==> src/rtl/sar_pkg.sv <==
package sar_pkg;
   typedef enum logic [1:0] {
      ST_IDLE = 2'd0,
      ST_CONV = 2'd1,
      ST_READ = 2'd2
   } sar_state_e;
endpackage

==> src/rtl/sar_edge.sv <==
module sar_edge #(
   parameter int   STAGES    = 2,
   parameter logic RESET_VAL = 1'b0
) (
   input  logic clk,
   input  logic rst_n,
   input  logic din,
   output logic level,
   output logic rise,
   output logic fall
);
   logic prev_q;

   if (STAGES == 0) begin : g_direct
      assign level = din;
   end else begin : g_sync
      logic [STAGES-1:0] chain_q;
      always_ff @(posedge clk or negedge rst_n) begin
         if (!rst_n) begin
            chain_q <= {STAGES{RESET_VAL}};
         end else begin
            chain_q[0] <= din;
            for (int i = 1; i < STAGES; i++) chain_q[i] <= chain_q[i-1];
         end
      end
      assign level = chain_q[STAGES-1];
   end

   always_ff @(posedge clk or negedge rst_n) begin
      if (!rst_n) prev_q <= RESET_VAL;
      else        prev_q <= level;
   end

   assign rise = level & ~prev_q;
   assign fall = ~level & prev_q;
endmodule

==> src/rtl/sar_search.sv <==
module sar_search #(
   parameter int NBITS    = 10,
   parameter int STEP_DIV = 8
) (
   input  logic             clk,
   input  logic             rst_n,
   input  logic             start,
   input  logic             abort,
   input  logic             cmp_hi,
   output logic [NBITS-1:0] dac_code,
   output logic             busy,
   output logic             done,
   output logic [NBITS-1:0] result
);
   localparam int IDXW     = (NBITS > 1) ? $clog2(NBITS) : 1;
   localparam int CNTW     = (STEP_DIV > 1) ? $clog2(STEP_DIV) : 1;
   localparam int CONV_CYC = NBITS * STEP_DIV;
   localparam int RUNW     = $clog2(CONV_CYC) + 1;
   localparam logic [NBITS-1:0] MSB_ONE = {1'b1, {(NBITS-1){1'b0}}};

   logic [NBITS-1:0] dac_q, dac_d;
   logic [IDXW-1:0]  idx_q;
   logic [CNTW-1:0]  cnt_q;
   logic             busy_q;
   logic             step_end;

   assign step_end = busy_q && (cnt_q == CNTW'(STEP_DIV - 1));

   always_comb begin
      dac_d = dac_q;
      if (cmp_hi) dac_d[idx_q] = 1'b0;
      if (idx_q != '0) dac_d[idx_q - 1'b1] = 1'b1;
   end

   always_ff @(posedge clk or negedge rst_n) begin
      if (!rst_n) begin
         busy_q <= 1'b0;
         dac_q  <= '0;
         idx_q  <= '0;
         cnt_q  <= '0;
      end else if (abort) begin
         busy_q <= 1'b0;
      end else if (start) begin
         busy_q <= 1'b1;
         dac_q  <= MSB_ONE;
         idx_q  <= IDXW'(NBITS - 1);
         cnt_q  <= '0;
      end else if (busy_q) begin
         cnt_q <= step_end ? '0 : cnt_q + 1'b1;
         if (step_end) begin
            dac_q <= dac_d;
            if (idx_q == '0) busy_q <= 1'b0;
            else             idx_q  <= idx_q - 1'b1;
         end
      end
   end

   assign dac_code = dac_q;
   assign busy     = busy_q;
   assign done     = step_end && (idx_q == '0);
   assign result   = dac_d;

   // window counter for the conversion-length check
   logic [RUNW-1:0] run_q;
   always_ff @(posedge clk or negedge rst_n) begin
      if (!rst_n)      run_q <= '0;
      else if (start)  run_q <= '0;
      else if (busy_q) run_q <= run_q + 1'b1;
   end

   a_r4_conv_len: assert property (@(posedge clk) disable iff (!rst_n)
      done |-> run_q == RUNW'(CONV_CYC - 1));
   a_r5_first_trial: assert property (@(posedge clk) disable iff (!rst_n)
      start && !abort |=> dac_code == MSB_ONE);
   a_r10_cmp_idle: assert property (@(posedge clk) disable iff (!rst_n)
      !busy_q && !start |=> $stable(dac_code));
endmodule

==> src/rtl/sar_shreg.sv <==
module sar_shreg #(
   parameter int NBITS    = 10,
   parameter int SUB_BITS = 2
) (
   input  logic             clk,
   input  logic             rst_n,
   input  logic             clear,
   input  logic             load,
   input  logic             shift,
   input  logic [NBITS-1:0] result,
   output logic             sdo
);
   localparam int W = NBITS + SUB_BITS;

   logic [W-1:0] load_vec;
   logic [W-1:0] sr_q;
   logic         sdo_q;

   if (SUB_BITS == 0) begin : g_nosub
      assign load_vec = result;
   end else begin : g_sub
      assign load_vec = {result, {SUB_BITS{1'b0}}};
   end

   always_ff @(posedge clk or negedge rst_n) begin
      if (!rst_n) begin
         sr_q  <= '0;
         sdo_q <= 1'b0;
      end else if (clear) begin
         sr_q  <= '0;
         sdo_q <= 1'b0;
      end else if (load) begin
         sr_q  <= load_vec;
         sdo_q <= 1'b1;
      end else if (shift) begin
         sdo_q <= sr_q[W-1];
         sr_q  <= {sr_q[W-2:0], 1'b0};
      end
   end

   assign sdo = sdo_q;

   a_r7_zero_tail: assert property (@(posedge clk) disable iff (!rst_n)
      shift && !clear && !load && sr_q == '0 |=> !sdo);
   a_r4_eoc_mark: assert property (@(posedge clk) disable iff (!rst_n)
      load && !clear |=> sdo);
endmodule

==> src/rtl/sar_adc_ctrl.sv <==
module sar_adc_ctrl #(
   parameter int NBITS         = 10,
   parameter int SUB_BITS      = 2,
   parameter int STEP_DIV      = 8,
   parameter int SYNC_STAGES   = 2,
   parameter int CLK_PERIOD_NS = 10,
   parameter int MAX_CONV_NS   = 7500
) (
   input  logic             clk,
   input  logic             rst_n,
   input  logic             cs_n,
   input  logic             sclk,
   input  logic             cmp_hi,
   output logic             hold,
   output logic [NBITS-1:0] dac_code,
   output logic             sdo,
   output logic             sdo_oe
);
   import sar_pkg::*;

   localparam int CONV_NS = NBITS * STEP_DIV * CLK_PERIOD_NS;

   if (NBITS < 2) begin : g_bad_nbits
      $error("sar_adc_ctrl: NBITS must be at least 2");
   end
   if (STEP_DIV < 2) begin : g_bad_step
      $error("sar_adc_ctrl: STEP_DIV must be at least 2");
   end
   if (SUB_BITS < 0) begin : g_bad_sub
      $error("sar_adc_ctrl: SUB_BITS must not be negative");
   end
   if (CONV_NS > MAX_CONV_NS) begin : g_bad_time
      $error("sar_adc_ctrl: conversion exceeds the allowed time");
   end

   logic cs_lvl, cs_rise, cs_fall;
   logic sk_lvl, sk_rise, sk_fall;

   sar_edge #(.STAGES(SYNC_STAGES), .RESET_VAL(1'b1)) u_cs_edge (
      .clk(clk), .rst_n(rst_n), .din(cs_n),
      .level(cs_lvl), .rise(cs_rise), .fall(cs_fall));

   sar_edge #(.STAGES(SYNC_STAGES), .RESET_VAL(1'b0)) u_sk_edge (
      .clk(clk), .rst_n(rst_n), .din(sclk),
      .level(sk_lvl), .rise(sk_rise), .fall(sk_fall));

   sar_state_e state_q, state_d;
   logic start, abort, busy, done;
   logic [NBITS-1:0] result;
   logic sh_sdo;

   assign start = cs_fall && (state_q == ST_IDLE);
   assign abort = cs_rise && (state_q == ST_CONV);

   always_comb begin
      state_d = state_q;
      if (cs_rise) begin
         state_d = ST_IDLE;
      end else begin
         case (state_q)
            ST_IDLE: if (cs_fall) state_d = ST_CONV;
            ST_CONV: if (done)    state_d = ST_READ;
            default: state_d = state_q;
         endcase
      end
   end

   always_ff @(posedge clk or negedge rst_n) begin
      if (!rst_n) state_q <= ST_IDLE;
      else        state_q <= state_d;
   end

   sar_search #(.NBITS(NBITS), .STEP_DIV(STEP_DIV)) u_search (
      .clk(clk), .rst_n(rst_n), .start(start), .abort(abort),
      .cmp_hi(cmp_hi && busy), .dac_code(dac_code), .busy(busy),
      .done(done), .result(result));

   sar_shreg #(.NBITS(NBITS), .SUB_BITS(SUB_BITS)) u_shreg (
      .clk(clk), .rst_n(rst_n), .clear(start || cs_rise),
      .load(done && !cs_rise), .shift(sk_fall && state_q == ST_READ),
      .result(result), .sdo(sh_sdo));

   assign hold   = (state_q == ST_CONV);
   assign sdo_oe = (state_q != ST_IDLE);
   assign sdo    = sh_sdo;

   a_r1_float: assert property (@(posedge clk) disable iff (!rst_n)
      cs_rise |=> !sdo_oe && !hold);
   a_r2_start: assert property (@(posedge clk) disable iff (!rst_n)
      start |=> hold && sdo_oe && !sdo);
   a_r3_low_conv: assert property (@(posedge clk) disable iff (!rst_n)
      hold |-> sdo_oe && !sdo);
   a_r4_eoc_high: assert property (@(posedge clk) disable iff (!rst_n)
      $fell(hold) && sdo_oe |-> sdo);
   a_r8_abort: assert property (@(posedge clk) disable iff (!rst_n)
      cs_rise && hold |=> !hold && !busy);
   a_r9_sclk_conv: assert property (@(posedge clk) disable iff (!rst_n)
      hold && sk_fall && !done |=> !sdo);
endmodule

==> config.mk <==
export PLATFORM = sky130hd
export DESIGN_NAME = sar_adc_ctrl
export DESIGN_NICKNAME = d
export VERILOG_FILES = /design/src/rtl/sar_pkg.sv /design/src/rtl/sar_edge.sv /design/src/rtl/sar_search.sv /design/src/rtl/sar_shreg.sv /design/src/rtl/sar_adc_ctrl.sv
export SDC_FILE = /design/constraint.sdc
export NUM_CORES = 1
export LEC_CHECK = 0
export CORE_UTILIZATION = 51
export DETAILED_ROUTE_END_ITERATION = 10
export DONT_BUFFER_PORTS = 1
export PLACE_DENSITY = 0.66
export SYNTH_ARGS = -nofsm -noshare
export SYNTH_HDL_FRONTEND = slang
export SYNTH_HIERARCHICAL = 1
export SYNTH_SLANG_ARGS = --single-unit
export TNS_END_PERCENT = 5
==> constraint.sdc <==
create_clock -name clk -period 2.7 [get_ports clk]
set_input_delay 0.135 -clock clk [delete_from_list [all_inputs] [get_ports clk]]
set_output_delay 0.135 -clock clk [all_outputs]
set_load 0.03 [all_outputs]
Word level (Yosys, flattened, before mapping) --
Cells that the tools add are included.
Word-level totals: bits in writable memories 0, bits in registers 39, memories kept 0, latch bits 0, ROM bits 0
Cells by class: bitwise gates (word level) 10, reductions and logical operators 23, $mul 0, order comparisons 4, mux-type cells 31, eq/ne operators 6, $add $sub $neg 2, div/mod/pow operators 0, shift-type cells 0
Operator list (number):
- two-way mux 10 bit | 5
- two-way mux 12 bit | 3
- two-way mux 4 bit | 4
- bitwise AND 10 bit | 1
- less-than comparator 4 x 5 -> 1 bit, second input constant | 2
- two-way mux 1 bit | 10
- inverter 10 bit | 1
- bitwise OR 10 bit | 1
- logical AND 1 bit | 9
- two-way mux 3 bit | 3
- demux 1 bit (select 4 bit) | 2
- greater-or-equal comparator 4 x 1 -> 1 bit, second input constant | 2
- two-way mux 2 bit | 3
- AND reduction 3 bit | 2
- nonzero test 2 bit | 3
- nonzero test 3 bit | 2
- logical NOT 4 bit | 1
- inverter 1 bit | 4
- case mux 2 bit (2 select lines) | 1
- AND reduction 4 bit | 1
- nonzero test 4 bit | 1
- subtractor 4 x 1 -> 4 bit, second input constant | 1
- adder 3 x 1 -> 3 bit, second input constant | 1
- bitwise AND 1 bit | 3
- 10 further kinds | 10

Longest topological paths before layout --
depth after elaboration 12, mapped depth 9, mapped depth without buffers 8

Cells and area by module --
The synthesis kept the hierarchy.
Modules (own cells, without submodules):
- sar_search | area an instance 1312.5 µm², cells each 138, sequential area each 450.4 µm², times used 1
- sar_shreg | area an instance 544.3 µm², cells each 47, sequential area each 275.3 µm², times used 1
- sar_adc_ctrl | area an instance 152.6 µm², cells each 17, sequential area each 50.0 µm², times used 1
- sar_edge at u_cs_edge | area an instance 93.8 µm², cells each 5, sequential area each 78.8 µm², times used 1
- sar_edge at u_sk_edge | area an instance 90.1 µm², cells each 5, sequential area each 75.1 µm², times used 1

Worst setup path before layout --
Ideal clock, no wire load.
kind register -> register, from register u_search.idx_q[0], to register u_shreg.sr_q[11], buffers on the path 1, clock period less this slack 2.135 ns, arrival time 1.997 ns, setup time 0.138 ns, cell stages (with the launch flop) 10, setup slack 0.565 ns, cells stage by stage dfrtp_1 -> inv_1 -> ha_1 -> nor3b_1 -> nand2_1 -> nor2_1 -> nor2b_1 -> clkbuf_1 -> nor2b_1 -> a211oi_1
Between the ends: elaborated cells between the ends (all ways) 23, classes of those cells 1 x add/sub; 4 x order compare; 8 x mux; 3 x bitwise; 7 x reduce/logical
RTL lines:
- start, declared | RTL line sar_search.sv:22 | logic [IDXW-1:0] idx_q;
- start signal, assigned | RTL line sar_search.sv:46 | idx_q <= IDXW'(NBITS - 1);
- start signal, assigned | RTL line sar_search.sv:53 | else idx_q <= idx_q - 1'b1;
- logical NOT 4 bit (*) | RTL line sar_search.sv:60 | assign done = step_end && (idx_q == '0);
- logical AND 1 bit (*) | RTL line sar_search.sv:60
- net done | RTL line sar_adc_ctrl.sv:48 | logic start, abort, busy, done;
- logical AND 1 bit (*) | RTL line sar_adc_ctrl.sv:80 | .load(done && !cs_rise), .shift(sk_fall && state_q == ST_READ),
- two-way mux 12 bit | RTL line sar_shreg.sv:32 | end else if (load) begin
- two-way mux 12 bit | RTL line sar_shreg.sv:29 | end else if (clear) begin
- end signal, assigned | RTL line sar_shreg.sv:33 | sr_q <= load_vec;
- end signal, assigned | RTL line sar_shreg.sv:37 | sr_q <= {sr_q[W-2:0], 1'b0};
- end, declared | RTL line sar_shreg.sv:16 | logic [W-1:0] sr_q;
Mark *: on every way through the listed nets, which the timed path passes. The rest lies on a longest branch. A chain may end at the register's enable or synchronous reset.

Worst setup path after layout --
from register u_search.idx_q[0], to register u_shreg.sr_q[5]
The elaborated chain is that of the path after synthesis.

==> impl_metrics.csv <==
group,metric,value,unit
run_status,outcome,"finished clean",
final_layout,finalNetCount,230,
setup_path,reg2regPathDepth,9,
sta,finalHoldViolations,0,
final_layout,flip_flop_and_latch_area,930,um2
grt,via_count_of_the_first_global_routing_pass,1539,
synth,yosys_warnings,6,
clock_network,ctsLongestPathBuffers,2,
routing,drt-wirelength-per-cell,16.4,um
setup_path,setup.worst_path.class,"reg -> reg",
final_layout,fraction_of_final_layout_cells_sized_beyond_drive_strength_1,0.165,
setup_path,regToRegSetupSlack,0.31,ns
grt,gr-total-overflow,0,
sta,final.period_utilization,0.886,
setup_path,endpoint_kind,"flop",
routing,route.final.wire_length,4390,um
setup_path,crit_path_end,"u_shreg/sr_q[5]$_DFFE_PN0P_",
routing,drt_first_pass_iters,4,
sta,fmax,418,MHz
setup_path,data_required_time_of_the_worst_path,2.88,ns
final_layout,utilization,0.574,
final_layout,finish.cell_count_without_fillers,268,
sta,setup_viol_count_final,0,
clock_network,worst_skew_pair.late_latency,0.29,ns
place,hpwl,3200,um
power,peakVddDrop,0.440,mV
routing,drt_first_iter_violations,86,
sta,final-max-slew-violation-count,0,
worst_hold_path,hold_path_class,"in -> async",
synth,synthesized_area_divided_by_synthesized_cell_count,10.4,um2
synth,postSynthNetCount,224,
synth,synthCells,211,
place,placed_cells,256,
clock_network,numClockSinks,37,
clock_network,postCtsSetupRepairBufs,0,
sta,fin_hold_ws,0.288,ns
clock_network,cts_tree,"done",
power,total_power,1.87,mW
floorplan,initial_core_util,0.539,
setup_path,critical_path_peak_fanout,12,
power,powerDensity,804,nW/um2
sta,fin_crit,2.39,ns
floorplan,floorplan.die.width,67.5,um
routing,antenna_violating_nets_post_route,0,
sta,skew,0.0119,ns
clock_network,clkSlewWorstSetupHoldPaths,0.08,ns
clock_network,cts_resized,0,
setup_path,worstReg2RegStart,"u_search/idx_q[0]$_DFFE_PN0P_",
routing,drc,0,
floorplan,die_h,67.5,um
final_layout,fillerInstances,359,
setup_path,cp-startpoint,"u_search/idx_q[0]$_DFFE_PN0P_",
floorplan,floorplan.rows,23,
floorplan,pin_count,18,
setup_path,worst-endpoint-arrival,2.58,ns
sta,aggregate_negative_setup_slack,0,ns
grt,antenna_violations_before_repair,0,
sta,setup_repair_after_global_routing_missed_its_margin,"no",
power,p_leak,0.990,nW
clock_network,deepest_level_of_the_cts_h_tree,2,
setup_path,worstSetupStartpointType,"flop",
floorplan,core_area,4060,um2
floorplan,die_area,4550,um2
setup_path,worst_r2r_endpoint,"u_shreg/sr_q[5]$_DFFE_PN0P_",
grt,gr-usage-all-layers,0.220,
sta,tightestPinTransition,0.541,ns
final_layout,antenna_cells,0,
clock_network,clockRootBuffer,"sky130_fd_sc_hd__clkbuf_8",
clock_network,numCtsBuffers,5,
synth,synthesis.area,2190,um2
routing,num_vias,1586,
sta,max_slew_margin,0.640,
place,gp_congestion,0.898,
place,portBuffers,0,
final_layout,multiInputGateArea,1130,um2
final_layout,area.growth.synth_to_final,6.41,%
grt,grt_max_degree,38,
grt,grt_pass1_wl,7270,um
run,drv.max_cap_violation_count,0,
routing,detail_route.vias_per_cell,5.92,
[final cells by class]
cell class | instances | area share
Sequential cell | 37 | 0.399
Clock inverter | 1 | 0.00215
Clock buffer | 7 | 0.0328
Multi-Input combinational cell | 154 | 0.485
Inverter | 10 | 0.0161
Timing Repair Buffer | 9 | 0.0376
Tap cell | 50 | 0.0269
[per-layer routing]
| metal | GRT usage | share of wire | vias to the layer above |
|---|---|---|---|
| li1 | - | - | 770 |
| met1 | 0.261 | 0.44 | 771 |
| met2 | 0.368 | 0.49 | 39 |
| met3 | 0.0693 | 0.057 | 6 |
| met4 | 0.0878 | 0.013 | 0 |
| met5 | 0 | 0 | - |
[registers in the layout (all words and copies together) (netlist names)]
signal                    count
u_search/idx_q                4
u_shreg/sr_q                 10
u_shreg/sdo                   1
u_search/dac_code            10
u_cs_edge/g_sync.chain_q      2
state_q                       2
u_search/cnt_q                3
u_sk_edge/prev_q              1
u_sk_edge/g_sync.chain_q      2
u_search/busy                 1
u_cs_edge/prev_q              1
[worst max-delay path: stages, from the launching register on]
cell	delay, ns
sky130_fd_sc_hd__dfrtp_1	0.45
sky130_fd_sc_hd__inv_1	0.20
sky130_fd_sc_hd__ha_1	0.19
sky130_fd_sc_hd__nor3b_1	0.29
sky130_fd_sc_hd__nand2_1	0.12
sky130_fd_sc_hd__nor2_1	0.15
sky130_fd_sc_hd__nor2b_1	0.15
sky130_fd_sc_hd__buf_4	0.16
sky130_fd_sc_hd__clkinv_1	0.25
sky130_fd_sc_hd__a211oi_1	0.32
[metrics by stage]
stage	setup slack (ns)	cell area, um2
2_1_floorplan	0.565	2190
3_3_place_gp	0.564	2200
3_5_place_dp	0.338	2200
4_1_cts	0.328	2330
5_1_grt	0.112	2330
6_report	0.308	2330
[placed cells by master, fill, tap and decap left out, drive strengths merged, types with 7 or more instances in the layout]
cell type,instances
a211oi,9
a21oi,10
a22o,9
clkbuf,7
dfrtp,34
ha,8
inv,9
mux2i,11
nand2,17
nor2,8
nor2b,15
o21ai,14
[repair_timing]
item                                   4_1_cts  5_1_grt
hold buffers                                 4        0
setup endpoints to repair                    0        0
endpoints found under the hold margin       39        0
[power breakdown]
part	total [mW]	internal (mW)	leakage [nW]	switching, mW
logic	0.757	0.316	0.467	0.442
registers	0.749	0.627	0.481	0.122
clock network	0.364	0.181	0.0422	0.184
total	1.87	1.12	0.990	0.747
[worst min-delay path by stage]
stage / start / end / depth (start not counted)
floorplan: rst_n / state_q[0]$_DFFE_PN0P_ / 0
global placement: rst_n / u_shreg/sr_q[6]$_DFFE_PN0P_ / 0
detailed placement: rst_n / u_shreg/sr_q[7]$_DFFE_PN0P_ / 0
CTS: rst_n / u_shreg/sr_q[7]$_DFFE_PN0P_ / 2
global route: rst_n / u_shreg/sdo$_DFFE_PN0P_ / 2
finish: rst_n / u_shreg/sr_q[6]$_DFFE_PN0P_ / 2
No activity file was read; power rests on OpenSTA's default activity.
